==> src/rtl/vr_pkg.sv <==
package vr_pkg;
  typedef enum logic [2:0] {
    CLS_NONE  = 3'd0,
    CLS_MATCH = 3'd1,
    CLS_INV   = 3'd2,
    CLS_FREE  = 3'd3,
    CLS_REP   = 3'd4
  } vr_cls_e;

  localparam int unsigned NUM_CLS = 4;  // match, invalid, free home, replica
endpackage

==> src/rtl/vr_lfsr.sv <==
module vr_lfsr #(
  parameter int unsigned           W    = 16,
  parameter logic [W-1:0]          SEED = 16'hACE1,
  parameter logic [W-1:0]          TAPS = 16'hB400
) (
  input  logic         clk_i,
  input  logic         rst_ni,
  input  logic         step_i,
  output logic [W-1:0] state_o
);
  logic [W-1:0] q;

  always_ff @(posedge clk_i or negedge rst_ni) begin
    if (!rst_ni)     q <= SEED;
    else if (step_i) q <= q[0] ? ((q >> 1) ^ TAPS) : (q >> 1);
  end

  assign state_o = q;

  AST_LFSR_NONZERO: assert property (@(posedge clk_i) disable iff (!rst_ni)
    q != '0);
endmodule

==> src/rtl/vr_way_classify.sv <==
module vr_way_classify #(
  parameter int unsigned N     = 16,
  parameter int unsigned TAG_W = 20
) (
  input  logic [N-1:0]       vld_i,
  input  logic [N-1:0]       rpl_i,
  input  logic [N-1:0]       shr_i,
  input  logic [N*TAG_W-1:0] tags_i,
  input  logic [TAG_W-1:0]   tag_i,
  output logic [N-1:0]       match_o,
  output logic [N-1:0]       inv_o,
  output logic [N-1:0]       free_o,
  output logic [N-1:0]       rep_o
);
  for (genvar i = 0; i < N; i++) begin : g_way
    assign inv_o[i]   = ~vld_i[i];
    assign free_o[i]  = vld_i[i] & ~rpl_i[i] & ~shr_i[i];
    assign rep_o[i]   = vld_i[i] &  rpl_i[i];
    assign match_o[i] = vld_i[i] &  rpl_i[i] & (tags_i[i*TAG_W +: TAG_W] == tag_i);
  end
endmodule

==> src/rtl/vr_rot_pick.sv <==
module vr_rot_pick #(
  parameter int unsigned N     = 16,
  parameter int unsigned WAY_W = $clog2(N)
) (
  input  logic [N-1:0]     mask_i,
  input  logic [WAY_W-1:0] start_i,
  output logic             hit_o,
  output logic [WAY_W-1:0] way_o
);
  always_comb begin
    hit_o = 1'b0;
    way_o = '0;
    for (int i = 0; i < N; i++) begin
      logic [WAY_W-1:0] p;
      p = start_i + WAY_W'(i);
      if (!hit_o && mask_i[p]) begin
        hit_o = 1'b1;
        way_o = p;
      end
    end
  end
endmodule

==> src/rtl/vr_way_select.sv <==
module vr_way_select
  import vr_pkg::*;
#(
  parameter int unsigned NUM_WAYS = 16,
  parameter int unsigned SET_W    = 10,
  parameter int unsigned TAG_W    = 20,
  parameter int unsigned LFSR_W   = 16,
  parameter logic [LFSR_W-1:0] LFSR_SEED = 16'hACE1,
  parameter logic [LFSR_W-1:0] LFSR_TAPS = 16'hB400,
  localparam int unsigned WAY_W   = $clog2(NUM_WAYS)
) (
  input  logic                      clk_i,
  input  logic                      rst_ni,
  input  logic                      req_valid_i,
  output logic                      req_ready_o,
  input  logic [SET_W-1:0]          req_set_i,
  input  logic [TAG_W-1:0]          req_tag_i,
  input  logic [NUM_WAYS-1:0]       way_valid_i,
  input  logic [NUM_WAYS-1:0]       way_repl_i,
  input  logic [NUM_WAYS-1:0]       way_shrd_i,
  input  logic [NUM_WAYS*TAG_W-1:0] way_tags_i,
  output logic                      rsp_valid_o,
  input  logic                      rsp_ready_i,
  output logic                      rsp_replicated_o,
  output logic [WAY_W-1:0]          rsp_way_o,
  output logic                      rsp_evict_home_o,
  output logic                      wr_en_o,
  output logic [SET_W-1:0]          wr_set_o,
  output logic [TAG_W-1:0]          wr_tag_o
);
  logic                      busy_q;
  logic [SET_W-1:0]          set_q;
  logic [TAG_W-1:0]          tag_q;
  logic [NUM_WAYS-1:0]       vld_q, rpl_q, shr_q;
  logic [NUM_WAYS*TAG_W-1:0] tags_q;
  logic [WAY_W-1:0]          start_q;
  logic [LFSR_W-1:0]         lfsr;

  logic accept, fire;
  assign accept = req_valid_i & ~busy_q;
  assign fire   = busy_q & rsp_ready_i;

  vr_lfsr #(.W(LFSR_W), .SEED(LFSR_SEED), .TAPS(LFSR_TAPS)) u_lfsr (
    .clk_i, .rst_ni, .step_i(accept), .state_o(lfsr)
  );

  always_ff @(posedge clk_i or negedge rst_ni) begin
    if (!rst_ni) begin
      busy_q  <= 1'b0;
      set_q   <= '0;
      tag_q   <= '0;
      vld_q   <= '0;
      rpl_q   <= '0;
      shr_q   <= '0;
      tags_q  <= '0;
      start_q <= '0;
    end else if (accept) begin
      busy_q  <= 1'b1;
      set_q   <= req_set_i;
      tag_q   <= req_tag_i;
      vld_q   <= way_valid_i;
      rpl_q   <= way_repl_i;
      shr_q   <= way_shrd_i;
      tags_q  <= way_tags_i;
      start_q <= lfsr[WAY_W-1:0];
    end else if (fire) begin
      busy_q  <= 1'b0;
    end
  end

  // class masks, order: match, invalid, free home, replica
  logic [NUM_CLS-1:0][NUM_WAYS-1:0] cls_mask;
  logic [NUM_CLS-1:0]               cls_hit;
  logic [NUM_CLS-1:0][WAY_W-1:0]    cls_way;

  vr_way_classify #(.N(NUM_WAYS), .TAG_W(TAG_W)) u_cls (
    .vld_i(vld_q), .rpl_i(rpl_q), .shr_i(shr_q), .tags_i(tags_q), .tag_i(tag_q),
    .match_o(cls_mask[0]), .inv_o(cls_mask[1]), .free_o(cls_mask[2]), .rep_o(cls_mask[3])
  );

  for (genvar g = 0; g < NUM_CLS; g++) begin : g_pick
    logic [WAY_W-1:0] st;
    if (g == 0) begin : g_fixed
      assign st = '0;  // lowest matching replica
    end else begin : g_rot
      assign st = start_q;
    end
    vr_rot_pick #(.N(NUM_WAYS), .WAY_W(WAY_W)) u_pick (
      .mask_i(cls_mask[g]), .start_i(st), .hit_o(cls_hit[g]), .way_o(cls_way[g])
    );
  end

  vr_cls_e          sel_cls;
  logic [WAY_W-1:0] sel_way;

  always_comb begin
    sel_cls = CLS_NONE;
    sel_way = '0;
    if      (cls_hit[0]) begin sel_cls = CLS_MATCH; sel_way = cls_way[0]; end
    else if (cls_hit[1]) begin sel_cls = CLS_INV;   sel_way = cls_way[1]; end
    else if (cls_hit[2]) begin sel_cls = CLS_FREE;  sel_way = cls_way[2]; end
    else if (cls_hit[3]) begin sel_cls = CLS_REP;   sel_way = cls_way[3]; end
  end

  assign req_ready_o      = ~busy_q;
  assign rsp_valid_o      = busy_q;
  assign rsp_replicated_o = busy_q & (sel_cls != CLS_NONE);
  assign rsp_way_o        = busy_q ? sel_way : '0;
  assign rsp_evict_home_o = busy_q & (sel_cls == CLS_FREE);
  assign wr_en_o          = fire & (sel_cls != CLS_NONE);
  assign wr_set_o         = set_q;
  assign wr_tag_o         = tag_q;

  AST_RSP_HOLD: assert property (@(posedge clk_i) disable iff (!rst_ni)
    rsp_valid_o && !rsp_ready_i |=> rsp_valid_o && $stable(rsp_way_o)
      && $stable(rsp_replicated_o) && $stable(rsp_evict_home_o));
  AST_READY_IDLE: assert property (@(posedge clk_i) disable iff (!rst_ni)
    rsp_valid_o |-> !req_ready_o);
  AST_MATCH_REUSE: assert property (@(posedge clk_i) disable iff (!rst_ni)
    rsp_valid_o && |cls_mask[0] |-> rpl_q[rsp_way_o] && !rsp_evict_home_o);
  AST_INV_FIRST: assert property (@(posedge clk_i) disable iff (!rst_ni)
    rsp_valid_o && !(|cls_mask[0]) && !(&vld_q) |-> !vld_q[rsp_way_o]);
  AST_EVICT_HOME: assert property (@(posedge clk_i) disable iff (!rst_ni)
    rsp_evict_home_o |-> rsp_replicated_o && !rpl_q[rsp_way_o] && !shr_q[rsp_way_o]);
  AST_NO_SHARED_VICTIM: assert property (@(posedge clk_i) disable iff (!rst_ni)
    rsp_replicated_o |-> !(vld_q[rsp_way_o] && !rpl_q[rsp_way_o] && shr_q[rsp_way_o]));
  AST_ALL_SHARED: assert property (@(posedge clk_i) disable iff (!rst_ni)
    rsp_valid_o && (&(vld_q & ~rpl_q & shr_q)) |-> !rsp_replicated_o && !wr_en_o);
  AST_WR_PULSE: assert property (@(posedge clk_i) disable iff (!rst_ni)
    wr_en_o |=> !wr_en_o && !rsp_valid_o);
endmodule

==> config.mk <==
export PLATFORM = sky130hd
export DESIGN_NAME = vr_way_select
export DESIGN_NICKNAME = d
export VERILOG_FILES = /design/src/rtl/vr_pkg.sv /design/src/rtl/vr_lfsr.sv /design/src/rtl/vr_way_classify.sv /design/src/rtl/vr_rot_pick.sv /design/src/rtl/vr_way_select.sv
export SDC_FILE = /design/constraint.sdc
export NUM_CORES = 1
export LEC_CHECK = 0
export BUFFER_PORTS_ARGS = -buffer_cell sky130_fd_sc_hd__buf_2
export CORE_MARGIN = 2
export CORE_UTILIZATION = 64
export DETAILED_ROUTE_END_ITERATION = 8
export GPL_ROUTABILITY_DRIVEN = 0
export PLACE_DENSITY = 0.88
export SLEW_MARGIN = 20
export SYNTH_ARGS = -nofsm -noshare
export SYNTH_HDL_FRONTEND = slang
export SYNTH_HIERARCHICAL = 1
export SYNTH_SLANG_ARGS = --single-unit
==> constraint.sdc <==
create_clock -name clk_i -period 15.5 [get_ports clk_i]
set_input_delay 1.55 -clock clk_i [delete_from_list [all_inputs] [get_ports clk_i]]
set_output_delay 1.55 -clock clk_i [all_outputs]
set_load 0.05 [all_outputs]
Word-level counts from Yosys, hierarchy flattened
Index checks and enable logic that the tools add are counted.
W data, S select, Z words.
{"block": "word_totals", "regBits": 419, "latch_bits": 0, "mem_bits_rw": 0, "romBits": 0, "in_bits": 402, "out_inout_bits": 39, "mem_count": 0}
{"block": "op_classes", "n_addsub": 15, "n_mul": 0, "div_mod_pow": 0, "n_lt_le_gt_ge": 16, "eq_ne": 17, "shift": 0, "mux": 235, "bitwise_logic": 119, "reduce_logical": 122}
{"op": "$eq A20 B20 Y1", "n": 16}
{"op": "$mux W4", "n": 61}
{"op": "$bmux W1 S4", "n": 48}
{"op": "$mux W1", "n": 115}
{"op": "$lt A4 B5 Y1 const B", "n": 16}
{"op": "$and A1 B1 Y1", "n": 69}
{"op": "$logic_and A1 B1 Y1", "n": 60}
{"op": "$logic_not A1 Y1", "n": 60}
{"op": "$not A1 Y1", "n": 49}
{"op": "$add A4 B4 Y4 const B", "n": 8}
{"op": "$mux W3", "n": 8}
{"op": "$add A4 B3 Y4 const B", "n": 4}
{"op": "$mux W16", "n": 1}
{"op": "$add A4 B2 Y4 const B", "n": 2}
{"op": "$add A4 B1 Y4 const B", "n": 1}
{"op": "$mux W2", "n": 2}
{"op": "$not A3 Y4", "n": 1}
{"op": "$eq A3 B2 Y1 const B", "n": 1}
{"op": "$reduce_bool A3 Y1", "n": 1}
{"op": "$reduce_bool A2 Y1", "n": 1}

Logic depth before layout (Yosys ltp)
Gate-level depths: netlist (run 1).
{"block": "depth", "ltp_word": 56, "ltp_mapped": 20, "depth_no_buf": 15}

Hierarchy
Netlist (run 1), hierarchy kept.
{"mod": "vr_way_select", "instances": 1, "cells_each": 879, "area_each_um2": 16619.7, "seq_area_each_um2": 10084.7}
{"mod": "vr_rot_pick", "instances": 4, "cells_each": 280, "area_each_um2": 2472.4, "seq_area_each_um2": 0.0}
{"mod": "vr_way_classify", "instances": 1, "cells_each": 520, "area_each_um2": 4129.0, "seq_area_each_um2": 0.0}
{"mod": "vr_lfsr", "instances": 1, "cells_each": 40, "area_each_um2": 655.6, "seq_area_each_um2": 410.4}

Worst setup path before layout (run 1)
Ideal clock, no wire load.
{"block": "synth_path", "path_type": "reg2out", "startpoint": "register start_q[1] (netlist: g_pick[1].st[1])", "endpoint": "output rsp_way_o[2]", "arrival_time_ns": 5.913, "required_time_ns": 13.950, "path_slack_ns": 8.037, "path_stages_with_launch": 18, "path_buffers": 5, "path_cell_list": "dfrtp_1 clkbuf_1 clkbuf_1 clkinv_1 ha_1 buf_2 clkbuf_1 mux4_2 mux4_2 nor3_4 nand3_2 or4_1 buf_2 o2111ai_1 o21a_1 nor2b_1 a221oi_1 o21ai_0"}
{"element": "start, declared", "line": "vr_way_select.sv:36", "rtl": "logic [WAY_W-1:0] start_q;"}
{"element": "start signal, assigned", "line": "vr_way_select.sv:65", "rtl": "start_q <= lfsr[WAY_W-1:0];"}
{"element": "end, declared", "line": "vr_way_select.sv:25", "rtl": "output logic [WAY_W-1:0] rsp_way_o,"}

==> results of run 1 <==
-- logic make-up after synthesis --
family,after synthesis
other,1
xor gates and xnor gates,363
muxes,703
DFF,419
adders and majority gates,28
buffers and inverters,221
and+or+nand+nor,488
AOI/OAI and AO/OA,336
-- where the power goes --
group / internal (mW) / switching (mW)
Combinational: 2.01 / 2.81
Sequential: 1.37 / 0.279
Clock: 0.678 / 0.508
Total: 4.05 / 3.59
-- worst max-delay path: cells and delay by family (launching register included) --
kind / cells / cell delay [ns]
compound gates: 4 / 0.73
mux: 3 / 1.30
simple gates: 3 / 1.68
flops: 1 / 0.34
buf+inv: 4 / 1.83
fa+ha+maj: 1 / 0.88
-- synthesized netlist by cell type (all sizes together), types with 12 or more instances --
master  count
ha         28
o22ai      20
nand4      52
buf       123
mux4      124
dfrtp     411
mux2      471
mux2i     108
o21ai      68
o211ai     20
a211oi     20
a22o       12
nor3       33
inv        58
xor2      136
a21oi      47
and3       12
clkbuf     36
a31oi      16
nand2     101
and2       41
nor2       56
nor4       53
nor4b      12
xnor2     227
nand2b     20
nand3      64
nor2b      20
o311ai     12
-- path summary, 6_finish.rpt --
kind,startpoint,endpoint,depth (start not counted)
max,g_pick[1].st[1]$_DFFE_PN0P_,rsp_way_o[2],15
min,wr_set_o[6]$_DFFE_PN0P_,wr_set_o[6]$_DFFE_PN0P_,1
max reg2reg,rsp_valid_o$_DFFE_PN0P_,tags_q[127]$_DFFE_PN0P_,5
min reg2reg,wr_set_o[6]$_DFFE_PN0P_,wr_set_o[6]$_DFFE_PN0P_,1
max in group asynchronous,rst_ni,tags_q[131]$_DFFE_PN0P_,4
min in group asynchronous,rst_ni,tags_q[228]$_DFFE_PN0P_,1
-- layer usage --
layer	wire [µm]	global-route usage, %
met1	36610	48.75
met2	49190	63.99
met3	14660	13.23
met4	10600	27.92
met5	73	0
-- area by class of cell --
| cell class | instances | share of cell area, % |
|---|---|---|
| inverters | 62 | 0.6589 |
| clock inverters | 14 | 0.6908 |
| repair buffers | 485 | 7.358 |
| multi-input cells | 1934 | 55.06 |
| clock buffers | 70 | 3.851 |
| diodes | 62 | 0.4393 |
| flip-flops and latches | 419 | 29.74 |
| well taps | 622 | 2.203 |
-- registers in the layout, summed over array words and instances (netlist names) --
signal / count
g_pick.st: 4
rpl_q: 16
rsp_valid_o: 1
shr_q: 16
tags_q: 320
u_lfsr/state_o: 16
vld_q: 16
wr_set_o: 10
wr_tag_o: 20
-- through the flow --
| step | utilization [%] | hold slack, ns | std cells |
|---|---|---|---|
| 4_1_cts | 72.07 | 0.5064 | 3602 |
| 2_1_floorplan | - | 0.4749 | 2574 |
| 5_1_grt | 72.52 | 0.5124 | 3652 |
| 3_5_place_dp | 68.78 | 0.4927 | 3518 |
| 6_report | 72.61 | 0.5010 | 3668 |
| 3_3_place_gp | 68.78 | 0.4830 | 3518 |
==> impl_metrics.ini, run 1 <==
[sta]
setup_slack_ns = 6.556
min_period_ns = 8.944
rsz0062_at_grt = false
tns_ns = 0
max_freq_ghz = 0.1118
clock_skew_ns = 0.04467
finalHoldViolCount = 0
min_period_over_period_pct = 57.70
setup_viol = 0
tightest_slew_ns = 1.209
final_max_slew_viol_count = 0
relSlewSlack_pct = 18.65

[synthesis]
synth-xor-area-share_pct = 10.26
synth-simple-area-share_pct = 8.904
synth-async-reset-ratio_pct = 100.0
avgSynthCellArea_um2 = 12.23
ys_seq_elements = 419
yosysSeqAreaShare_pct = 33.54
synth_edf_count = 0
synth_top_family_by_area = multiplexers
synth_cells = 2559
syn-cell-area_um2 = 31290
ys_types = 74
yosysWarnings = 6
synth_compound_area_share_pct = 7.605
ys.flop_type = dfrtp_1
synthMuxAreaShare_pct = 33.89
yosys.area.top_type = dfrtp_1
synth.area.top_cells = dfrtp_1 33%, mux2_4 17%, mux4_2 7.8%
synthAdderAreaFrac_pct = 1.120
synth_top_area_share_pct = 32.87

[floorplan]
fp.coreArea_um2 = 48650
pin_count = 441
rows = 81
die_h_um = 225.1
start_util_pct = 64.33
die_w_um = 225.1
dieArea_um2 = 50680

[drt]
drcViolationCount = 11
ant_nets = 0
wl_per_cell_um = 30.30
first_pass_iters = 9
via_count = 26440
routed_wl_mm = 111.1
vias_per_cell = 7.209
first_iter_violations = 3617

[layout]
fill_cells = 2946
seq_area_um2 = 10500
fin_area_um2 = 35320
syn_to_final_growth_pct = 12.87
final_cell_mix = 439 x buf_2, 406 x dfrtp_1, 364 x mux2_4, 223 x xnor2_1, 136 x xor2_1
multiInputGateArea_um2 = 19450
drive_above_1_share_pct = 40.52
fin_nets = 3377
final_common_cell = buf_2

[power]
p_per_area_nw_per_um2 = 216.5
ir_drop_mv = 0.1284
p_leak_nw = 15.42
p_total_mw = 7.647

[global_route]
antenna_found_initial = 53
grt_max_degree = 147
grt_pass1_wl_mm = 158.7
grtUsageTotal_pct = 41.11
overflow = 0
grt_pass1_vias = 26490

[clocking]
post_cts_buffers = 0
cts_root_buf = clkbuf_16
clk_latency_ns = 0.63
post_cts_resized = 0
path_clk_slew_ns = 0.06
clock-sinks = 419
cts_max_level = 2
cts_buffers = 45
ctsLongestPathBuffers = 3
cts_tree = yes
cts_hold_buf = 0

[worst_setup_path]
cp_slowest_cell = ha_1
cp-end-kind = output port
worst-path-max-fanout = 56
cp_data_required_time_ns = 13.95
crit_type = reg2out
cp-start-kind = flip-flop
max_stage_delay_ns = 0.88
cp_cell_sequence = buf_4, buf_4, clkinv_1, ha_1, mux4_2, mux2i_1, mux2i_1, nor4b_4, nand3_2, or4_1, o22a_1, o21a_1, a221oi_1, o21ai_0, buf_2
rrSetupSlack_ns = 11.07
arrival_ns = 7.39

[status]
status = complete, but fails checks
violations = DRC

[run]
cap_violations = 0

[placement]
place_hpwl_mm = 72.39
portBuffers = 440
placed_cell_area_um2 = 33460
post-place-ws_ns = 7.418

[hold_path]
hold_path_class = reg2reg
Power figures use the tool's default switching activity.
==> run 2: changes to the inputs <==
- ABC_AREA: not set -> 1
- CORE_UTILIZATION: 64 -> 53
- PLACE_DENSITY: 0.88 -> 0.78
- clock period: 15.5 -> 8.05 ns (I/O delays scaled with it)
==> run 2 against run 1 <==
The flow now finishes without violations. Synthesized cell count grew 81%. Routed wire length decreased by 3.6%. Clock skew decreased by 0.021 ns. Sequential share of layout area rose by 2.1 points. Sequential power up 84%. Register-to-register slack got worse by 6.5 ns.
==> impl_metrics.ini, run 2 <==
[synthesis]
synthMuxAreaShare_pct = 0
avgSynthCellArea_um2 = 6.304
synth_top_area_share_pct = 35.30
ys_seq_elements = 419
synth_top_family_by_area = simple AND/OR/NAND/NOR gates
synthAdderAreaFrac_pct = 1.202
synth.most_common_cell = nand2_1
synth_compound_area_share_pct = 3.358
yosys.area.top_type = dfrtp_1
synth.area.top_cells = dfrtp_1 35%, nand2_1 31%, nand3_1 7.5%
ys.flop_type = dfrtp_1
synth-async-reset-ratio_pct = 100.0
synth-simple-area-share_pct = 47.79
synth_common_cells = 2,385 x nand2_1, 439 x nand3_1, 411 x dfrtp_1, 376 x inv_1, 341 x nor2_1
yosysSeqAreaShare_pct = 36.02
ys_types = 41
yosysWarnings = 6
syn-cell-area_um2 = 29140
synth_cells = 4622
synth-xor-area-share_pct = 2.233
synth_edf_count = 0

[clocking]
post_cts_resized = 0
cts_max_level = 2
clk_latency_ns = 0.62
post_cts_buffers = 0
path_clk_slew_ns = 0.07
cts_tree = yes
cts_root_buf = clkbuf_16
clock-sinks = 419
cts_hold_buf = 0
cts_buffers = 47
ctsLongestPathBuffers = 3

[worst_setup_path]
cp_slowest_cell = dfrtp_1
rrSetupSlack_ns = 4.54
cp_cell_sequence = inv_2, o21ai_0, a21oi_1, nand3_1, nor2_1, nand2_1, nand3_1, nand3_1, nand2_1, nand2_1, nand2_2, nor2_8, nand4_4, nor3_2, nand4_2, nor2_4, nand3_4, nor2_4, nand3b_1, inv_1, o21ai_0, a21oi_1, buf_2
crit_path_start = wr_tag_o[9]$_DFFE_PN0P_
reg2reg_depth = 6
cp_top_family = simple AND/OR/NAND/NOR gates
r2r-start = rsp_valid_o$_DFFE_PN0P_
cp_data_required_time_ns = 7.24
arrival_ns = 5.61
worst-path-max-fanout = 23
path_buf_inv = 3
r2r-end = tags_q[302]$_DFFE_PN0P_
max_stage_delay_ns = 0.92
cp-end-kind = output port
crit_type = reg2out
cp-start-kind = flip-flop

[layout]
final_cell_mix = 2,385 x nand2_1, 439 x nand3_1, 439 x buf_2, 410 x dfrtp_1, 376 x inv_1
largest_reg_flops = 320
final_common_cell = nand2_1
drive_above_1_share_pct = 14.06
fin_nets = 5407
utilization_pct = 60.82
diodes = 0
syn_to_final_growth_pct = 12.99
top_register = tags_q

[sta]
min_period_ns = 6.415
tightest_slew_ns = 1.191
tns_ns = 0
rsz0062_at_grt = false
finalHoldViolCount = 0
clock_skew_ns = 0.02333
setup_viol = 0
setup_slack_ns = 1.635
max_freq_ghz = 0.1559
hold_slack_ns = 0.2130
min_period_over_period_pct = 79.69
relSlewSlack_pct = 20.51
final_max_slew_viol_count = 0

[status]
status = completed

[floorplan]
die_h_um = 238.5
fp.coreArea_um2 = 54130
pin_count = 441
die_w_um = 238.5
rows = 85
dieArea_um2 = 56870
start_util_pct = 53.83

[global_route]
grt_max_degree = 221
grt_pass1_vias = 29760
grt_pass1_wl_mm = 164.2
overflow = 0
antenna_found_initial = 1
grtUsageTotal_pct = 37.49

[power]
p_total_mw = 11.96
p_int_mw = 5.778
swShare_pct = 51.70
ir_drop_mv = 0.2343
p_sw_mw = 6.184
p_leak_nw = 18.60
combPwrFrac_pct = 56.8
p_per_area_nw_per_um2 = 363.3
clock_power_share_pct = 18.0
p_seq_share_pct = 25.2

[drt]
first_iter_violations = 4130
routed_wl_mm = 107.1
vias_per_cell = 5.544
first_pass_iters = 8
wl_per_cell_um = 18.75
ant_nets = 0
via_count = 31660
drcViolationCount = 0

[placement]
portBuffers = 440
place_hpwl_mm = 75.72
post-place-ws_ns = 2.531

[hold_path]
hold_path_class = in2async

[run]
cap_violations = 0
[run 2: changes by cell type after synthesis, sizes merged, moves of 54 or more]
cell   previous run  this run
mux4            124         0
nor2             56       367
mux2            471         0
inv              58       414
mux2i           108         0
nand3            64       443
buf             123       177
nand2           101      2425
xnor2           227        28
xor2            136        36
[run 2: layer usage]
metal	up-vias	wire length (µm)	global-route usage, %
li1	14950	-	-
met1	14290	41090	48.38
met2	1976	46020	57.43
met3	447	12040	7.416
met4	0	7946	24.68
met5	-	0	0
[run 2: power groups by stage]
stage	clock network, mW	registers [mW]	logic (mW)
6_report	2.16	3.02	6.79
5_1_grt	2.26	3.06	7.47
4_1_cts	2.18	3.00	6.57
3_5_place_dp	0	3.03	6.54
3_3_place_gp	0	3.02	6.43
2_1_floorplan	0	2.99	4.90
[run 2: per-stage QoR]
stage | cell area, µm² | std cells
global route | 32920 | 5710
finish | 32920 | 5710
global placement | 31390 | 5624
floorplan | 29200 | 4638
detailed placement | 31390 | 5624
CTS | 32920 | 5710
[run 2: worst max-delay path by stage]
stage	endpoint	cells past startpoint	slack (ns)
after CTS	rsp_way_o[3]	21	1.88
after global placement	rsp_way_o[0]	21	2.60
final	rsp_way_o[3]	23	1.63
after floorplan	rsp_evict_home_o	19	2.66
after global routing	rsp_way_o[0]	21	1.30
after detailed placement	rsp_way_o[3]	21	2.53
[run 2: area by class of cell]
| cell class | count | area, µm² |
|---|---|---|
| sequential | 419 | 10500 |
| fill | 5196 | 21210 |
| clock inverter | 15 | 172.7 |
| timing repair buffer | 469 | 2467 |
| tap | 696 | 870.8 |
| inverter | 414 | 1582 |
| clock buffer | 71 | 1356 |
| multi-input combinational | 3626 | 15980 |
[run 2: logic make-up after synthesis]
logic type      after synthesis
flops                       419
other cells                   1
xor+xnor                     64
fa+ha+maj                    28
simple gates               3344
buf+inv                     593
compound gates              173
